[src/rtl/adc_host_reader.sv]
module adc_host_reader #(
  parameter int HALF_DIV   = 2,
  parameter int SETTLE_CYC = 200000,
  parameter int RES_W      = 10,
  parameter int FRAME_LEN  = 16,
  parameter int PD_LEN     = 8,
  parameter int CONT_RAISE = 14,
  parameter int PD_RAISE   = 4,
  parameter int LEAD_BITS  = 4
) (
  input  logic             clk,
  input  logic             rst_n,
  input  logic             start_i,
  input  logic             cont_i,
  input  logic             pd_req_i,
  input  logic             pd_full_i,
  input  logic             wake_i,
  input  logic             sdata_i,
  output logic             sclk_o,
  output logic             cnv_o,
  output logic [RES_W-1:0] result_o,
  output logic             valid_o,
  output logic             busy_o
);
  localparam int DIV_W = $clog2(HALF_DIV);
  localparam int H_W   = $clog2(2 * FRAME_LEN + 1);
  localparam int ST_W  = $clog2(SETTLE_CYC + 1);
  localparam int AGE_W = $clog2(HALF_DIV + 1);
  localparam int RC_W  = $clog2(FRAME_LEN + 1) + 1;

  typedef enum logic [1:0] {S_INIT, S_IDLE, S_RUN, S_SETTLE} state_t;
  typedef enum logic [1:0] {K_CONV, K_PD, K_WAKE, K_INIT} kind_t;
  typedef enum logic [1:0] {M_ON, M_PPD, M_FPD} mode_t;

  state_t           state;
  kind_t            kind, nk;
  mode_t            mode;
  logic [DIV_W-1:0] div_cnt;
  logic [H_W-1:0]   hcnt;
  logic [ST_W-1:0]  settle_cnt;
  logic             chain_q, full_q, sclk_q, cnv_q, valid_q;
  logic [RES_W-1:0] sr, result_q;
  logic             launch, nchain, nfull;

  wire tick = (div_cnt == DIV_W'(HALF_DIV - 1));
  wire [H_W-1:0] cyc_num  = (hcnt >> 1) + H_W'(1);
  wire [H_W-1:0] len_c    = (kind == K_PD) ? H_W'(PD_LEN) : H_W'(FRAME_LEN);
  wire [H_W-1:0] raise_c  = (kind == K_PD) ? H_W'(PD_RAISE) :
                            (kind == K_CONV && chain_q) ? H_W'(CONT_RAISE) : len_c;
  wire capture = (cyc_num > H_W'(LEAD_BITS)) && (cyc_num <= H_W'(LEAD_BITS + RES_W));
  wire last    = (state == S_RUN) && tick && hcnt[0] && (cyc_num == len_c);

  wire go_pd   = (mode == M_ON) ? pd_req_i : (mode == M_PPD && pd_req_i && pd_full_i);
  wire go_wake = (mode != M_ON) && wake_i && !go_pd;
  wire go_cont = (mode == M_ON) && cont_i && !pd_req_i;
  wire go_one  = (mode == M_ON) && start_i && !pd_req_i;

  always_comb begin
    launch = 1'b0;
    nk     = K_CONV;
    nchain = 1'b0;
    nfull  = 1'b0;
    case (state)
      S_INIT: begin
        launch = 1'b1;
        nk     = K_INIT;
      end
      S_IDLE: begin
        if (go_pd) begin
          launch = 1'b1;
          nk     = K_PD;
          nfull  = pd_full_i && (mode == M_ON);
        end else if (go_wake) begin
          launch = 1'b1;
          nk     = K_WAKE;
        end else if (go_cont) begin
          launch = 1'b1;
          nchain = 1'b1;
        end else if (go_one) begin
          launch = 1'b1;
        end
      end
      S_RUN: begin
        if (last && kind == K_CONV && chain_q && cont_i) begin
          launch = 1'b1;
          nchain = 1'b1;
        end else if (last && kind == K_PD && full_q && mode == M_ON) begin
          launch = 1'b1;
          nk     = K_PD;
        end
      end
      default: ;
    endcase
  end

  always_ff @(posedge clk or negedge rst_n) begin
    if (!rst_n) begin
      state      <= S_INIT;
      kind       <= K_INIT;
      mode       <= M_ON;
      div_cnt    <= '0;
      hcnt       <= '0;
      settle_cnt <= '0;
      chain_q    <= 1'b0;
      full_q     <= 1'b0;
      sclk_q     <= 1'b0;
      cnv_q      <= 1'b1;
      valid_q    <= 1'b0;
      sr         <= '0;
      result_q   <= '0;
    end else begin
      valid_q <= 1'b0;
      case (state)
        S_RUN: begin
          div_cnt <= tick ? '0 : div_cnt + DIV_W'(1);
          if (tick) begin
            hcnt   <= hcnt + H_W'(1);
            sclk_q <= !hcnt[0];
            if (!hcnt[0] && capture) sr <= {sr[RES_W-2:0], sdata_i};
            if (hcnt[0] && cyc_num == raise_c) cnv_q <= 1'b1;
          end
          if (last) begin
            state <= S_IDLE;
            case (kind)
              K_CONV: begin
                result_q <= sr;
                valid_q  <= 1'b1;
              end
              K_PD:   mode <= (mode == M_ON) ? M_PPD : M_FPD;
              K_WAKE: begin
                mode <= M_ON;
                if (mode == M_FPD) begin
                  state      <= S_SETTLE;
                  settle_cnt <= '0;
                end
              end
              default: begin
                state      <= S_SETTLE;
                settle_cnt <= '0;
              end
            endcase
          end
        end
        S_SETTLE: begin
          if (settle_cnt == ST_W'(SETTLE_CYC - 1)) state <= S_IDLE;
          else settle_cnt <= settle_cnt + ST_W'(1);
        end
        default: ;
      endcase
      if (launch) begin
        state   <= S_RUN;
        kind    <= nk;
        chain_q <= nchain;
        full_q  <= nfull;
        div_cnt <= '0;
        hcnt    <= '0;
        sclk_q  <= 1'b0;
        cnv_q   <= 1'b0;
      end
    end
  end

  assign sclk_o   = sclk_q;
  assign cnv_o    = cnv_q;
  assign result_o = result_q;
  assign valid_o  = valid_q;
  assign busy_o   = (state != S_IDLE);

  logic             sclk_d, cnv_d;
  logic [AGE_W-1:0] sclk_age;
  logic [RC_W-1:0]  rise_cnt;

  always_ff @(posedge clk or negedge rst_n) begin
    if (!rst_n) begin
      sclk_d   <= 1'b0;
      cnv_d    <= 1'b1;
      sclk_age <= AGE_W'(HALF_DIV);
      rise_cnt <= '0;
    end else begin
      sclk_d <= sclk_q;
      cnv_d  <= cnv_q;
      if (sclk_q != sclk_d) sclk_age <= AGE_W'(1);
      else if (sclk_age < AGE_W'(HALF_DIV)) sclk_age <= sclk_age + AGE_W'(1);
      if (cnv_d && !cnv_q) rise_cnt <= '0;
      else if (sclk_q && !sclk_d) rise_cnt <= rise_cnt + RC_W'(1);
    end
  end

  a_r2_sclk_half: assert property (@(posedge clk) disable iff (!rst_n)
    (sclk_q != sclk_d) |-> (sclk_age >= AGE_W'(HALF_DIV)));
  a_r2_idle_pins: assert property (@(posedge clk) disable iff (!rst_n)
    !busy_o |-> (!sclk_o && cnv_o));
  a_r3_fall_sclk_low: assert property (@(posedge clk) disable iff (!rst_n)
    $fell(cnv_o) |-> !sclk_o);
  a_r5_raise_window: assert property (@(posedge clk) disable iff (!rst_n)
    $rose(cnv_o) |-> (rise_cnt == RC_W'(PD_RAISE) || rise_cnt == RC_W'(CONT_RAISE) ||
                      rise_cnt == RC_W'(FRAME_LEN)));
  a_r6_no_valid_down: assert property (@(posedge clk) disable iff (!rst_n)
    (mode != M_ON) |-> !valid_o);
  a_r10_ignored_down: assert property (@(posedge clk) disable iff (!rst_n)
    (!busy_o && mode != M_ON && !wake_i && !(pd_req_i && pd_full_i && mode == M_PPD))
    |=> (!busy_o && cnv_o));
  a_r11_valid_pulse: assert property (@(posedge clk) disable iff (!rst_n)
    valid_o |=> !valid_o);
endmodule

[config.mk]
export PLATFORM = sky130hd
export DESIGN_NAME = adc_host_reader
export DESIGN_NICKNAME = d
export VERILOG_FILES = /design/src/rtl/adc_host_reader.sv
export SDC_FILE = /design/constraint.sdc
export NUM_CORES = 1
export LEC_CHECK = 0
export BUFFER_PORTS_ARGS = -buffer_cell sky130_fd_sc_hd__buf_2
export CAP_MARGIN = 30
export CORE_MARGIN = 5
export CORE_UTILIZATION = 50
export CTS_CLUSTER_SIZE = 8
export DETAILED_ROUTE_END_ITERATION = 8
export PLACE_DENSITY = 0.68
export SETUP_SLACK_MARGIN = 0.05
export SYNTH_ARGS = -nofsm -noshare
export SYNTH_HDL_FRONTEND = slang
export SYNTH_SLANG_ARGS = --single-unit
[constraint.sdc]
create_clock -name clk -period 3.4 [get_ports clk]
set_input_delay 0.17 -clock clk [delete_from_list [all_inputs] [get_ports clk]]
set_output_delay 0.17 -clock clk [all_outputs]
set_load 0.005 [all_outputs]
## Word-level counts from Yosys, hierarchy flattened

Index checks and enable logic that the tools add are counted.

- Equal/unequal tests: 17
- Order comparisons: 2
- Add/subtract/negate cells: 4
- Muxes and demuxes: 52
- Reductions and logical operators: 43

Operator list:

| cell | count |
|---|---|
| $pmux 18 s2 | 2 |
| $mux 18 | 3 |
| $mux 1 | 28 |
| $logic_and 1x1->1 | 22 |
| $add 18x1->18 const B | 1 |
| $eq 18x18->1 const B | 1 |
| $mux 6 | 3 |
| $mux 5 | 3 |
| $reduce_and 3->1 | 5 |
| $mux 2 | 7 |
| $eq 6x5->1 | 2 |
| $pmux 2 s2 | 3 |
| $reduce_bool 2->1 | 6 |
| $ne 3x3->1 const B | 3 |
| $eq 2x2->1 const B | 4 |
| $add 5x1->6 const B | 1 |
| $add 6x1->6 const B | 1 |
| $eq 2x1->1 const B | 3 |
| $gt 6x3->1 const B | 1 |
| $le 6x4->1 const B | 1 |
| $logic_not 2->1 | 3 |
| $ne 2x2->1 const B | 3 |
| $pmux 2 s3 | 1 |
| $reduce_and 5->1 | 1 |
| 8 further kinds | 10 |

- Register bits after elaboration: 56
- Logic and storage cells: 131
- Input port bits: 8
- Output and inout bits: 14

## Longest topological paths before layout

- Depth in word-level cells: 12
- Mapped depth: 9
- Mapped depth without buffers: 8

## Worst setup path before layout

OpenSTA, ideal clock, no wires.

- Kind: reg-to-reg
- From: register hcnt[1]
- To: register full_q
- Setup time: 0.125 ns
- Period minus slack after synthesis: 2.482 ns
- Required time: 3.275 ns
- Buffers on the path: 1
- Setup slack: 0.918 ns
- Arrival: 2.357 ns
- Stages on the path, launching flop included: 9
- Cells stage by stage: dfrtp_1 > ha_1 > nand3_1 > xor2_1 > nand3_1 > a21oi_1 > a31o_2 > buf_2 > mux2_2

- Longest elaborated chain between the ends: 9
- Elaborated cells between the ends (all ways): 12
- Those cells by class: add/sub: 1; eq/ne: 1; mux: 3; reduce/logical: 7

Ends and longest elaborated chain:

| item | RTL line | text |
|---|---|---|
| from (decl) | 39 | `logic [H_W-1:0] hcnt;` |
| from (signal assigned) | 117 | `hcnt <= hcnt + H_W'(1);` |
| $add 5x1->6 (*) | 46 | `wire [H_W-1:0] cyc_num = (hcnt >> 1) + H_W'(1);` |
| $eq 6x5->1 (*) | 51 | `wire last = (state == S_RUN) && tick && hcnt[0] && (cyc_num == len_c);` |
| $logic_and 1x1->1 (*) | 51 |  |
| $logic_and 1x1->1 (3 in a row) | 87 | `end else if (last && kind == K_PD && full_q && mode == M_ON) begin` |
| $mux 1 | 87 |  |
| $mux 1 (*) | 84 | `if (last && kind == K_CONV && chain_q && cont_i) begin` |
| $pmux 1 s3 (*) | 63 | `case (state)` |
| to (signal assigned) | 154 | `full_q <= nfull;` |
| to (decl) | 41 | `logic chain_q, full_q, sclk_q, cnv_q, valid_q;` |

Every way passes the cells marked *; elsewhere a longest branch is shown, timed or not.
A chain may end at the register's enable or synchronous reset.

## Worst setup path after layout

- From: register hcnt[1]
- To: register settle_cnt[13]

- Longest elaborated chain between the ends: 5

Ends and longest elaborated chain:

| item | RTL line | text |
|---|---|---|
| $add 5x1->6 | 46 |  |
| $eq 6x5->1 | 51 |  |
| $logic_and 1x1->1 | 51 |  |
| $ne 2x2->1 (no source line) | - |  |
| $reduce_and 5->1 (no source line) | - |  |
| to (signal assigned) | 146 | `else settle_cnt <= settle_cnt + ST_W'(1);` |
| to (decl) | 40 | `logic [ST_W-1:0] settle_cnt;` |

Every way passes these cells.

==> reports/summary.txt <==
Status - finished clean
GRT Total Usage - 17.4%
Global-route wire length before repair - 10800 µm
Synth Register Bits - 55
CTS max path bufs - 2
DRT met1 WL - 2890 µm
Area of the multi-input gates - 1570 µm²
Seq/Total Area, Yosys - 45.2%
R2r worst-path depth - 7
Setup violators final - 0
Reg clk slew, reported paths - 0.10 ns
Mapped Cells - 306
List of most frequent post-synthesis cells - 52 x dfrtp_1, 28 x nand2_1, 24 x nor2_1
Crit. End Element - flip-flop
WL met2 - 3010 µm
CP Launch Type - flip-flop
DIE HEIGHT - 88.2 µm
WHS - 0.0820 ns
Switch share - 23.3%
CTS H-tree depth - 2
Crit path DAT - 3.01 ns
ANT cells - 0
Sw power - 249 µW
Synthesis-to-finish area growth - 9.75%
Top FF cell, synth - dfrtp_1
1st-pass router iterations - 4
Share of layout cells above drive strength 1 - 20.6%
Synth Area per Inst - 9.98 µm²
Ranking of synthesized cells by area - dfrtp_1 43%, mux2_2 8.1%, ha_1 4.5%
Leak Pwr - 1.53 nW
Max-cap violations - 0
Worst hold-check path type - input port to flip-flop
Final worst-path cycle share - 81.3%
Post-DRT Antenna Nets - 0
DPL Wire Length - 4330 µm
Top sig layer - met4
Clk Tree Root Cell - clkbuf_8
Top cell type's share of synthesized area - 42.6%
Met3 WL post-DR - 177 µm
Die ar. - 7770 µm²
GRT overflow - 0
Int Pwr - 820 µW
WP data required - 3.65 ns
Routed WL per cell - 15.3 µm
Vias in the first global route - 2319
Clock power frac - 35.0%
Core Region - 5920 µm²
Initial antenna violation count - 0
Worst VDD drop - 253 µV
Unrepaired setup endpoints after global routing - false
Fin nets - 348
Logic gate share of total power - 2.9%
Largest net degree at the start of global routing - 41
Slew HR - 46.0%
Hold Path Stages - 2
Reg area - 1380 µm²
Final Max Tran Viols - 0
Fmax achieved - 362 MHz
Async set-reset flop share out of synthesis - 100%
Worst-skew pair later-pin latency - 0.31 ns
Mapped cell area - 3050 µm²
Post-synth net total - 325
Clock skew - 0.00493 ns
Netlist cell types - 61
WS Path Type - flip-flop to flip-flop
Most numerous cell in the Yosys netlist - dfrtp_1
Gpl congestion - 0.824
FP Rows - 28
YS warnings - 0
DRC viols - 0
Flop pwr share - 62.1%
Setup TNS - 0 ns
CTS tree - yes
Total wire length - 6190 µm
DIE WIDTH - 88.2 µm
Starting density of the core - 51.6%
Tmin final - 2.76 ns
Crit-path max FO - 16
Fillers - 531
Io pins - 22
Cell area power density - 319 nW/µm²
TritonCTS Sinks - 55
DR iter-0 viols - 110
CTS Buf Count - 5
Routed vias - 2361
Post-synth top area cell - dfrtp_1
Final Hold Viols - 0
Worst-margin pin slew - 0.804 ns
Post-synth EDFFs - 0
Vias/cell - 5.83
PortBufs - 21
==> what timing repair did <==
action                    CTS  global route
hold buffers                1             0
hold endpoints to repair   52             0
setup buffers               0             0
gates resized for setup     0             0
==> power groups by stage <==
stage | Combinational [mW] | Clock [mW] | Sequential, mW
finish | 0.0307 | 0.375 | 0.664
global route | 0.0356 | 0.411 | 0.665
global placement | 0.0279 | 0 | 0.677
floorplan | 0.00789 | 0 | 0.675
CTS | 0.0323 | 0.386 | 0.664
detailed placement | 0.0312 | 0 | 0.677
==> state kept, by name, summed over array words and instances, names as in the netlist <==
| signal | count |
|---|---|
| result_o | 10 |
| sr | 10 |
| cnv_o | 1 |
| div_cnt | 1 |
| kind | 2 |
| mode | 2 |
| settle_cnt | 18 |
| chain_q | 1 |
| hcnt | 6 |
| full_q | 1 |
| state | 2 |
| valid_o | 1 |
==> critical path: stages, from the launching register on <==
cell and delay (ns):
dfrtp_1 0.49, ha_1 0.30, xor2_1 0.19, a2111o_1 0.44, o41ai_4 0.41, nand2_2 0.26, or4_1 0.52, nand3_1 0.10
==> stage by stage <==
| step | instances | util, % | cell area (µm²) | total power, mW | setup slack (ns) |
|---|---|---|---|---|---|
| 3_3_place_gp | 395 | 54.5 | 3230 | 0.704 | 0.715 |
| 4_1_cts | 405 | 56.6 | 3350 | 1.08 | 0.634 |
| 3_5_place_dp | 396 | 54.9 | 3250 | 0.708 | 0.653 |
| 2_1_floorplan | 306 | - | 3050 | 0.683 | 0.918 |
| 6_report | 405 | 56.6 | 3350 | 1.07 | 0.636 |
| 5_1_grt | 405 | 56.6 | 3350 | 1.11 | 0.449 |
==> layout make-up <==
cell class / count / area share, %
multi-input combinational: 229 / 47.0
sequential: 55 / 41.2
timing repair buffer: 28 / 5.15
tap: 75 / 2.80
clock buffer: 5 / 2.05
inverter: 10 / 1.12
clock inverter: 3 / 0.747
==> layout by cell type (no fill, tap or decap), types with 6 or more instances in the layout <==
| cell | instances |
|---|---|
| nand2_1 | 28 |
| ha_1 | 11 |
| mux2_2 | 22 |
| dfrtp_1 | 52 |
| nand2b_1 | 6 |
| inv_1 | 9 |
| buf_2 | 21 |
| a21oi_1 | 9 |
| nand3_1 | 16 |
| nor3_1 | 6 |
| nor2_1 | 24 |
| and3_1 | 6 |
| a31oi_1 | 6 |
| o21ai_0 | 20 |
==> per-layer routing <==
layer	track usage, %	up-vias
met3	4.14	10
met4	4.53	0
met2	28.4	40
met1	23.3	1144
li1	-	1167
met5	0	-
==> path summary, 6_finish.rpt <==
kind                        startpoint              to  slack (ns)
setup / recovery               hcnt[1]  settle_cnt[13]        0.64
setup reg to reg               hcnt[1]  settle_cnt[13]        0.64
min in group asynchronous        rst_n         hcnt[1]        0.20
hold / removal                 sdata_i           sr[0]        0.08
hold reg to reg            result_o[0]     result_o[0]        0.51
max in group asynchronous        rst_n           cnv_o        2.74
==> logic make-up (layout without fill, tap and decap cells) <==
logic type	Yosys count	in the layout	share of synthesized area, %
AND/OR/NAND/NOR	118	118	20.0
buffers and inverters	22	46	3.28
adder cells (fa/ha/maj)	11	11	4.51
multiplexers	23	23	8.44
XOR/XNOR	10	10	2.87
flip-flops	55	55	45.2
AO/OA/AOI/OAI	67	67	15.7
Power figures use the tool's default switching activity.
